### config.mk
export PLATFORM = sky130hd
export DESIGN_NAME = prio_irq_ctrl
export DESIGN_NICKNAME = d
export VERILOG_FILES = /design/src/rtl/prio_irq_ctrl.sv
export SDC_FILE = /design/constraint.sdc
export NUM_CORES = 1
export LEC_CHECK = 0
export ABC_AREA = 1
export ABC_CLOCK_PERIOD_IN_PS = 5700
export BUFFER_PORTS_ARGS = -buffer_cell sky130_fd_sc_hd__buf_2
export CAP_MARGIN = 15
export CORE_ASPECT_RATIO = 0.5
export CORE_UTILIZATION = 30
export DETAILED_ROUTE_END_ITERATION = 10
export GPL_TIMING_DRIVEN = 0
export HOLD_SLACK_MARGIN = 0.15
export PLACE_DENSITY_LB_ADDON = 0.25
export SETUP_SLACK_MARGIN = 0.05
export SYNTH_ARGS = -nofsm -noshare
export SYNTH_HDL_FRONTEND = slang
export SYNTH_SLANG_ARGS = --single-unit
export TNS_END_PERCENT = 30
### constraint.sdc
create_clock -name clk -period 5.7 [get_ports clk]
set_clock_uncertainty 0.1 [all_clocks]
set_input_delay 0.285 -clock clk [delete_from_list [all_inputs] [get_ports clk]]
set_output_delay 0.285 -clock clk [all_outputs]
set_load 0.1 [all_outputs]
### src/rtl/prio_irq_ctrl.sv
module prio_irq_ctrl (
  input  logic       clk,
  input  logic       rst_n,
  input  logic [7:0] irq_in,
  input  logic       casc_in,
  input  logic [1:0] reg_sel,
  input  logic       wr_en,
  input  logic [7:0] wdata,
  output logic [7:0] rdata,
  input  logic       ack,
  output logic [7:0] vector,
  output logic       int_out
);
  typedef enum logic [2:0] {S_UNINIT, S_W2, S_W3, S_W4, S_RUN} setup_t;

  setup_t     ist;
  logic [7:0] irr, isr, imr, elcr, line_q;
  logic [4:0] vbase;
  logic [2:0] base;
  logic       aeoi_mode, rot_aeoi, smm, rd_isr;

  function automatic logic [3:0] pick(input logic [7:0] v, input logic [2:0] b);
    logic [7:0] r;
    r = (v >> b) | (v << (4'd8 - {1'b0, b}));
    pick = 4'd0;
    for (int i = 7; i >= 0; i--)
      if (r[i]) pick = {1'b1, 3'(i) + b};
  endfunction

  wire [7:0] lines   = irq_in | {5'b0, casc_in, 2'b0};
  wire [7:0] rise    = lines & ~line_q;
  wire [7:0] blk     = (smm && imr != 8'h00) ? 8'h00 : isr;
  wire [3:0] req_pk  = pick((irr & ~imr) | blk, base);
  wire       pend    = req_pk[3] && !blk[req_pk[2:0]];
  wire [3:0] isr_pk  = pick(isr, base);
  wire       running = (ist == S_RUN);
  wire       cmd_wr  = wr_en && reg_sel == 2'd0;
  wire       data_wr = wr_en && reg_sel == 2'd1;
  wire       el_wr   = wr_en && reg_sel == 2'd2;
  wire       icw1    = cmd_wr && wdata[4];
  wire       ack_go  = ack && !wr_en && running && pend;
  wire [2:0] lvl     = wdata[2:0];
  wire [7:0] lvl_bit = 8'h01 << lvl;
  wire [7:0] win_bit = 8'h01 << req_pk[2:0];
  wire [7:0] top_isr = isr_pk[3] ? (8'h01 << isr_pk[2:0]) : 8'h00;

  assign int_out = running && pend;

  always_comb begin
    case (reg_sel)
      2'd0:    rdata = rd_isr ? isr : irr;
      2'd1:    rdata = imr;
      2'd2:    rdata = elcr;
      default: rdata = 8'h00;
    endcase
  end

  always_ff @(posedge clk) begin
    if (!rst_n) begin
      irr    <= 8'h00;
      line_q <= 8'h00;
    end else begin
      line_q <= lines;
      if (icw1)
        irr <= lines & elcr;
      else
        irr <= (elcr & lines) | (~elcr & (rise | (irr & ~(ack_go ? win_bit : 8'h00))));
    end
  end

  always_ff @(posedge clk) begin
    if (!rst_n) begin
      ist       <= S_UNINIT;
      isr       <= 8'h00;
      imr       <= 8'h00;
      elcr      <= 8'h00;
      vbase     <= 5'd0;
      base      <= 3'd0;
      aeoi_mode <= 1'b0;
      rot_aeoi  <= 1'b0;
      smm       <= 1'b0;
      rd_isr    <= 1'b0;
      vector    <= 8'h00;
    end else if (icw1) begin
      ist       <= S_W2;
      isr       <= 8'h00;
      imr       <= 8'h00;
      base      <= 3'd0;
      aeoi_mode <= 1'b0;
      rot_aeoi  <= 1'b0;
      smm       <= 1'b0;
      rd_isr    <= 1'b0;
    end else if (cmd_wr && running && wdata[4:3] == 2'b00) begin
      case (wdata[7:5])
        3'd0: rot_aeoi <= 1'b0;
        3'd1: isr <= isr & ~top_isr;
        3'd3: isr <= isr & ~lvl_bit;
        3'd4: rot_aeoi <= 1'b1;
        3'd5: if (isr_pk[3]) begin
                isr  <= isr & ~top_isr;
                base <= isr_pk[2:0] + 3'd1;
              end
        3'd6: base <= lvl + 3'd1;
        3'd7: begin
                isr  <= isr & ~lvl_bit;
                base <= lvl + 3'd1;
              end
        default: ;
      endcase
    end else if (cmd_wr && running && !wdata[7] && wdata[4:3] == 2'b01) begin
      if (wdata[1]) rd_isr <= wdata[0];
      if (wdata[6]) smm <= wdata[5];
    end else if (data_wr) begin
      case (ist)
        S_W2: begin vbase <= wdata[7:3]; ist <= S_W3; end
        S_W3: ist <= S_W4;
        S_W4: begin aeoi_mode <= wdata[1]; ist <= S_RUN; end
        default: imr <= wdata;
      endcase
    end else if (el_wr) begin
      elcr <= wdata;
    end else if (ack && !wr_en) begin
      if (ack_go) begin
        vector <= {vbase, req_pk[2:0]};
        if (!aeoi_mode)    isr  <= isr | win_bit;
        else if (rot_aeoi) base <= req_pk[2:0] + 3'd1;
      end else begin
        vector <= {vbase, 3'd7};
      end
    end
  end
endmodule


---- After elaboration in Yosys (flattened, before gate mapping) ----
Index checks and enable logic that the tools add are counted.
cells by class
  add/sub/neg operators ................... 11
  magnitude comparators ................... 1
  equal/unequal tests ..................... 22
  shifts and indexed selects .............. 7
  muxes and demuxes ....................... 50
  bitwise operators ....................... 27
  reduce and logical (&&, ||, !) cells .... 45
operator list
  cell                                                                   count
  8-bit 2-to-1 mux                                                       13
  4-bit 2-to-1 mux                                                       16
  8-bit AND                                                              7
  8-bit NOT                                                              6
  8-bit bitwise OR                                                       6
  8-bit one-hot mux with 3 select lines                                  2
  3-bit 2-to-1 mux                                                       10
  1-bit by 3-bit << shifter with 8-bit output, first input constant      3
  4-bit AND reduction                                                    4
  8-bit by 4-bit << shifter with 8-bit output                            2
  8-bit by 3-bit right shift with 8-bit output                           2
  3-bit equality test, second input constant                             5
  1-bit logical AND                                                      14
  3-bit adder, first input constant                                      4
  2-bit nonzero test                                                     6
  5-bit AND reduction                                                    2
  3-bit by 1-bit adder with 3-bit output, second input constant          3
  3-bit by 2-bit equality test with 1-bit output, second input constant  3
  3-bit one-hot mux with 3 select lines                                  1
  9-bit AND reduction                                                    1
  8-bit by 3-bit bitwise OR with 8-bit output                            1
  8-bit AND reduction                                                    1
  8-bit nonzero test                                                     1
  1-bit NOT                                                              7
  26 further kinds                                                       43
word-level totals
  register bits after elaboration ......... 63
  input port bits ......................... 23
  output and inout port bits .............. 17
  word-level logic and storage cells ...... 177

---- Depth between registers and ports, before layout ----
Gate-level depths: netlist (run 1).
  depth after elaboration ................. 26
  depth in mapped cells ................... 32
  gate-level depth less buffers ........... 28

---- Worst setup path before layout (run 1) ----
No wires, ideal clock.
  kind .................................... flip-flop to flip-flop
  start ................................... reg base[1]
  end ..................................... reg vector[0]
  library setup time ...................... 0.165 ns
  arrival ................................. 3.762 ns
  data required time ...................... 5.435 ns
  path slack .............................. 1.673 ns
  stages on the path, launching flop included .. 23
  path buffers ............................ 5
  period minus slack after synthesis ...... 4.027 ns
  cell sequence ........................... dfxtp_1 > clkinv_1 > clkbuf_1 > buf_2 > ha_1 > buf_2 > inv_1 > buf_2 > buf_1 > nand4_1 > and3_1 > inv_1 > nor2_1 > nand2_2 > nand2_2 > nand2_1 > nand2_1 > nand2_1 > nand2_1 > a21boi_0 > nand2_1 > inv_1 > a31oi_1
on the way
  cells in the longest elaborated chain, start to end .. 17
  elaborated cells on any way between the ends .. 25
  classes of those cells .................. add/sub: 8; shift: 2; mux: 11; bitwise: 1; reduce/logical: 3
ends and longest elaborated chain
  what                                         RTL line  source
  start: declaration                           19        logic [2:0] base;
  start signal: assignment                     101       base <= isr_pk[2:0] + 3'd1;
  start signal: assignment                     103       3'd6: base <= lvl + 3'd1;
  start signal: assignment                     106       base <= lvl + 3'd1;
  4-bit by 3-bit subtractor with 4-bit output  24        r = (v >> b) | (v << (4'd8 - {1'b0, b}));
  8-bit by 4-bit << shifter with 8-bit output  24
  8-bit bitwise OR                             24
  4-bit 2-to-1 mux (7 in series)               27        if (r[i]) pick = {1'b1, 3'(i) + b};
  4-bit 2-to-1 mux *                           27
  1-bit binary-select mux with 3-bit select    34        wire pend = req_pk[3] && !blk[req_pk[2:0]];
  1-bit 2-to-1 mux (not written as such)       34
  1-bit zero test                              34
  1-bit logical AND                            34
  1-bit logical AND                            41        wire ack_go = ack && !wr_en && running && pend;
  3-bit 2-to-1 mux *                           123       if (ack_go) begin
  end signal: assignment                       124       vector <= {vbase, req_pk[2:0]};
  end signal: assignment                       128       vector <= {vbase, 3'd7};
  end: declaration                             11        output logic [7:0] vector,
Every way passes the cells marked *; elsewhere a longest branch is shown, timed or not. The select of a mux whose other input is x is not followed.
A chain may end at the register's enable or synchronous reset.

---- Worst setup path in the final report (run 1) ----
  start ................................... reg base[1]
  end ..................................... out int_out
on the way
  cells in the longest elaborated chain, start to end .. 16
  elaborated cells on any way between the ends .. 24
  classes of those cells .................. add/sub: 8; shift: 2; mux: 10; bitwise: 1; reduce/logical: 3
ends and longest elaborated chain
  what                                         RTL line  source
  4-bit by 3-bit subtractor with 4-bit output  24
  8-bit by 4-bit << shifter with 8-bit output  24
  8-bit bitwise OR                             24
  4-bit 2-to-1 mux (7 in series)               27
  4-bit 2-to-1 mux *                           27
  1-bit binary-select mux with 3-bit select    34
  1-bit 2-to-1 mux (not written as such)       34
  1-bit zero test                              34
  1-bit logical AND *                          34
  1-bit logical AND *                          47        assign int_out = running && pend;
  end: declaration                             12        output logic int_out
Marks and branches as above.

==> flow_summary.toml, run 1 <==
[outcome]
status = "completed"

[worst_setup_path]
worstPathCellList = "clkinvlp_4 > buf_2 > ha_1 > xnor2_2 > nor2_1 > clkinv_1 > nand3_1 > nand2_1 > nand2_1 > nand3_1 > nor2_1 > a21oi_1 > nand3_1 > nand2_1 > nand2_1 > nand2_1 > nand2_1 > nand2_1 > buf_2 > a21boi_0 > nand2_1 > inv_1 > clkbuf_4"
worst_ep_required_time_ps = 5320
arrival_ps = 4890
critPathMaxStageDelay_ps = 540
path_class = "register to primary output"
slowest_stage = "dfxtp_1"
startpoint_type = "register"
path_max_fanout = 11
critPathMostFrequentCell = "nand2_1"
cp-end-kind = "primary output"

[drt]
route.detailed.drc = 0
drt_iter0_markers = 442
drt-vias-per-instance = 5.24
drt_pre_antenna_iters = 6
vias = 5713
ant_nets = 0
routedWlPerCell_um = 15.8
routed_wl_um = 17200

[timing]
setup_tns_ps = 0
finalCritPeriodShare_pct = 92.6
fin_crit_ps = 5280
finalHoldViolations = 0
relSlewSlack_pct = 36.1
tightest_slew_ps = 951
rsz0062_at_grt = "no"
maxSlewViolCount = 0
whs_ps = 180
setup_viol = 0
fmax_mhz = 189

[clocking]
clkLatencyLatePin_ps = 340
cts_max_path_buffers = 2
cts_tree = "yes"
cts_root_buffer = "clkbuf_16"
htree_levels = 3
clk_pin_slew_ps = 60
clock-sinks = 63
cts_made_buffers = 9

[final_layout]
layout_commonest_cell = "nand2_1"
fillers = 1710
layout_common_cells = "nand2_1, inv_1, nor2_1, o21ai_0, nand3_1"
drive_gt1_share_pct = 9.58
area_delta_synth_final_pct = 17.8
nNetsFinal = 909
n_antenna_cell = 0

[synthesis]
synth_warnings = 0
ys_ff_latch = 63
ys_seq_area_share_pct = 26.6
synthFlopType = "dfxtp_1"
avgSynthCellArea_um2 = 5.78
synth-edff-count = 0
syn-num-nets = 849
ys_async_sr_fraction_pct = 0
synth_top_cell_by_area = "dfxtp_1"
syn-cell-area_um2 = 4750
synthCells = 822
yosysTopAreaCellShare_pct = 26.6
synth.distinct_cells = 39
synth_area_leaders = "dfxtp_1, nand2_1, o21ai_0, nand3_1, inv_1"

[global_routing]
grt_pass1_wl_um = 27600
grt_overflow = 0
grt_antenna_before_repair = 0
grt_max_degree = 13
grt_usage_pct = 21.4
grt_pass1_vias = 5190

[place]
hpwl_um = 13300
globalplace.congestion = 0.907
io_buffers = 38

[floorplanning]
die_area_um2 = 16400
fp.dieH_um = 91.0
placementRows = 32
initial_core_util_pct = 30.7
io_pins = 40
die_w_um = 180
core_um2 = 15500

[power]
power_density_nw_per_um2 = 233
power_leakage_nw = 2.54
ir_drop_uv = 199

[run]
max_cap_viol_count = 0

[hold_path]
worstHoldPathType = "input pin to register"
## metrics by stage
step / utilization, % / worst slack [ps] / power, mW / cell area, um^2 / instances
floorplan: - / 1670 / 0.694 / 4750 / 822
global placement: 33.6 / 494 / 0.775 / 5190 / 1064
detailed placement: 33.6 / 527 / 0.777 / 5190 / 1064
CTS: 36.0 / 157 / 1.30 / 5570 / 1089
global route: 36.2 / 125 / 1.36 / 5600 / 1091
finish: 36.2 / 421 / 1.30 / 5600 / 1091
## state kept, by name (all words and copies together) (netlist names)
signal     flops
elcr           8
irr            8
ist            3
imr            8
rot_aeoi       1
rd_isr         1
isr            8
line_q         8
aeoi_mode      1
base           3
vector         8
vbase          5
smm            1
## final timing paths
path | startpoint | endpoint | slack [ps] | depth (start not counted)
worst max register to register | base[1]$_SDFFE_PP0P_ | isr[0]$_SDFFE_PP0P_ | 830 | 18
worst min-delay path | wdata[7] | elcr[7]$_SDFFE_PN0P_ | 180 | 3
worst min register to register | rot_aeoi$_SDFFE_PP0P_ | rot_aeoi$_SDFFE_PP0P_ | 350 | 2
worst max-delay path | base[1]$_SDFFE_PP0P_ | int_out | 420 | 23
## power by group
part           internal, mW  total (mW)  switching, mW
clock                 0.307       0.525          0.218
sequential            0.460       0.472         0.0124
combinational        0.0798       0.305          0.226
total                 0.847        1.30          0.456
## critical path, delay by kind of cell (launching register included)
kind	cells	cell delay [ps]
AOI/OAI and AO/OA	2	520
xor gates and xnor gates	1	240
adders and majority gates	1	230
buffers and inverters	6	1600
DFF	1	540
and+or+nand+nor	13	1420
## per-layer routing
metal  vias up  track usage [%]  part of all wire, %
met5         -                0                    0
met3        21             3.53                  7.6
met4         0             6.03                  1.5
li1       2836                -                    -
met2       244             32.8                   42
met1      2612             30.6                   49
## layout make-up
class                   instances  area [um^2]  share of cell area [%]
inverters                     105          398                    7.11
clock inverters                 6         45.0                   0.805
clock buffers                  10          239                    4.27
repair buffers                 50          305                    5.45
multi-input cells             624         2960                    52.9
well taps                     204          255                    4.56
flip-flops and latches         63         1260                    22.5
plain buffers                  29          135                    2.41
## synth_stat cells (2+ instances only)
| cell type | number |
|---|---|
| nand2_1 | 216 |
| inv_1 | 101 |
| nor2_1 | 89 |
| o21ai_0 | 87 |
| nand3_1 | 78 |
| a21oi_1 | 69 |
| dfxtp_1 | 63 |
| clkbuf_1 | 15 |
| o211ai_1 | 12 |
| nor3_1 | 11 |
| buf_2 | 9 |
| nand4_1 | 9 |
| o221ai_1 | 8 |
| nand2_2 | 7 |
| a31oi_1 | 5 |
| nand3b_1 | 5 |
| ha_1 | 4 |
| buf_1 | 3 |
| clkinv_1 | 3 |
| o21a_1 | 3 |
| o21ai_1 | 3 |
| a21boi_0 | 2 |
| a311oi_1 | 2 |
| buf_4 | 2 |
| o22ai_1 | 2 |
## cells by family (layout without fill, tap and decap cells)
group                      count (synthesis)  in the layout  share of synthesized area (%)
and+or+nand+nor                          420            420                           37.4
AOI/OAI and AO/OA                        197            197                           23.1
buffers and inverters                    135            200                           11.2
DFF                                       63             63                           26.6
adders and majority gates                  4              4                           1.05
xor gates and xnor gates                   2              2                          0.527
muxes                                      1              1                          0.211
## repair_timing
| item | 4_1_cts | 5_1_grt |
|---|---|---|
| hold buffers | 9 | 0 |
| buffers inserted | 0 | 3 |
| endpoints found under the setup margin | 0 | 3 |
| endpoints found under the hold margin | 9 | 0 |
| resized for setup | 0 | 3 |
Note: power is estimated with default switching activity, not from simulation.
==> run 2: changes to the inputs <==
--- a/config.mk
+++ b/config.mk
@@ -6,7 +6,7 @@
 export NUM_CORES = 1
 export LEC_CHECK = 0
 export ABC_AREA = 1
-export ABC_CLOCK_PERIOD_IN_PS = 5700
+export ABC_CLOCK_PERIOD_IN_PS = 6800
 export BUFFER_PORTS_ARGS = -buffer_cell sky130_fd_sc_hd__buf_2
 export CAP_MARGIN = 15
 export CORE_ASPECT_RATIO = 0.5
==> constraint.sdc (replaced) <==
create_clock -name clk -period 6.8 [get_ports clk]
set_clock_uncertainty 0.1 [all_clocks]
set_input_delay 0.34 -clock clk [delete_from_list [all_inputs] [get_ports clk]]
set_output_delay 0.34 -clock clk [all_outputs]
set_load 0.1 [all_outputs]
==> run 2 against run 1 <==
Compared with the run above:
- setup slack better by 660 ps
- hold slack hardly changed
- wire length is 0.77% lower
- utilization is 0.31 points lower
- sequential power is 16% lower
- sequential share of layout area is 0.19 points higher
- count of clock-buffer cells in the layout stayed put
- non-clock buffer count is 4 lower
- critical endpoint unchanged
- largest cell class unchanged
- highest routed layer unchanged
==> flow_summary.toml, run 2 (synthesized netlist as in run 1, its figures left out) <==
[outcome]
status = "completed"

[final_layout]
fillers = 1710
area_delta_synth_final_pct = 16.8
layout_commonest_cell = "nand2_1"
nNetsFinal = 905
multi_input_comb_area_um2 = 2960
drive_gt1_share_pct = 9.06
layout_common_cells = "nand2_1, inv_1, nor2_1, o21ai_0, nand3_1"
ff_latch_area_um2 = 1260
n_antenna_cell = 0

[power]
power_mw = 1.09
p_int_mw = 0.709
power_density_nw_per_um2 = 196
comb_power_share_pct = 23.4
p_clk_share_pct = 40.3
ir_drop_uv = 167
p_sw_mw = 0.381
swShare_pct = 34.9
seq_power_share_pct = 36.3
power_leakage_nw = 2.52

[run]
max_cap_viol_count = 0

[floorplanning]
die_area_um2 = 16400
core_um2 = 15500
initial_core_util_pct = 30.7
fp.dieH_um = 91.0
placementRows = 32
io_pins = 40
die_w_um = 180

[global_routing]
grt_pass1_wl_um = 27600
grt_max_degree = 13
grt_use_met2_pct = 32.8
grt.busiest_layer = "met2"
grt_usage_pct = 21.4
grt_use_met1_pct = 30.6
met3_usage_pct = 3.53
grt_antenna_before_repair = 0
grt_overflow = 0
grt_pass1_vias = 5181

[worst_setup_path]
slowest_stage = "a21boi_0"
r2r_slack_ps = 1650
cp-end-kind = "primary output"
worst_ep_required_time_ps = 6360
path_class = "register to primary output"
worstPathCellList = "clkinv_1 > clkbuf_1 > buf_2 > ha_1 > buf_2 > inv_1 > buf_2 > buf_1 > nand4_1 > and3_1 > nand4_1 > nor3_1 > a21boi_0 > a21boi_0 > nand2_1 > inv_1 > buf_2"
critPathMostFrequentCell = "buf_2"
critPathMaxStageDelay_ps = 530
startpoint_type = "register"
reg2regPathDepth = 27
arrival_ps = 5280
path_max_fanout = 11

[drt]
drt-vias-per-instance = 5.21
drt_iter0_markers = 496
ant_nets = 0
routed_wl_um = 17100
drt_pre_antenna_iters = 6
route.detailed.drc = 0
vias = 5664
routedWlPerCell_um = 15.7

[timing]
rsz0062_at_grt = "no"
setup_tns_ps = 0
finalCritPeriodShare_pct = 84.1
setup_viol = 0
finalHoldViolations = 0
tightest_slew_ps = 946
relSlewSlack_pct = 36.5
maxSlewViolCount = 0
fin_crit_ps = 5720
fmax_mhz = 175

[clocking]
cts_max_path_buffers = 2
post-cts-setup-buffer-count = 0
cts_tree = "yes"
clkLatencyLatePin_ps = 330
cts_made_buffers = 9
clock-sinks = 63
cts_root_buffer = "clkbuf_16"
htree_levels = 3
clk_pin_slew_ps = 60

[place]
io_buffers = 38
globalplace.congestion = 0.907
hpwl_um = 13300

[hold_path]
holdPathStages = 3
worstHoldPathType = "input pin to register"
[run 2: changes by cell type in the layout (fill, tap and decap cells not counted), sizes merged]
cell | previous run | this run
buf | 55 | 53
clkinv | 4 | 5
dlygate4sd3 | 9 | 7
clkinvlp | 4 | 3
[run 2: routing by layer]
layer | routed length (um) | part of all wire (%)
met1 | 8410 | 49
met2 | 7170 | 42
met3 | 1240 | 7.3
met4 | 241 | 1.4
met5 | 0 | 0
[run 2: worst paths after layout]
| check | start | endpoint |
|---|---|---|
| worst max-delay path | base[1]$_SDFFE_PP0P_ | int_out |
| worst min-delay path | irq_in[2] | line_q[2]$_SDFF_PN0_ |
| worst max register to register | base[1]$_SDFFE_PP0P_ | base[2]$_SDFFE_PP0P_ |
| worst min register to register | rot_aeoi$_SDFFE_PP0P_ | rot_aeoi$_SDFFE_PP0P_ |
[run 2: area by class of cell]
| type | instances | share of cell area, % |
|---|---|---|
| buffer | 30 | 2.50 |
| clock buffer | 10 | 4.31 |
| clock inverter | 6 | 0.812 |
| inverter | 105 | 7.10 |
| multi-input combinational | 624 | 53.3 |
| sequential | 63 | 22.7 |
| tap | 204 | 4.60 |
| timing repair buffer | 45 | 4.69 |
[run 2: worst max-delay path, delay by kind of cell (launching register included)]
family / cells / cell delay [ps]
buf+inv: 9 / 2400
compound gates: 2 / 1030
simple gates: 5 / 730
flops: 1 / 510
fa+ha+maj: 1 / 280
[run 2: per-stage QoR]
stage	hold WS [ps]	util, %	cells	worst slack [ps]	instance area, um^2
6_report	180	35.9	1087	1080	5550
5_1_grt	223	35.9	1087	711	5550
4_1_cts	176	35.9	1087	1200	5550
3_5_place_dp	341	33.6	1064	1570	5190
3_3_place_gp	338	33.6	1064	1540	5190
2_1_floorplan	324	-	822	2730	4750
[run 2: power by group through the flow]
stage               clock network (mW)  logic [mW]  registers, mW
floorplan                            0       0.160          0.422
global placement                     0       0.246          0.403
global route                     0.462       0.282          0.397
finish                           0.439       0.255          0.396
detailed placement                   0       0.247          0.404
CTS                              0.444       0.251          0.396
[run 2: repair_timing]
action / CTS / global route
hold buffers: 7 / 0
setup endpoints to repair: 0 / 0
endpoints found under the hold margin: 7 / 0
resized for setup: 0 / 0
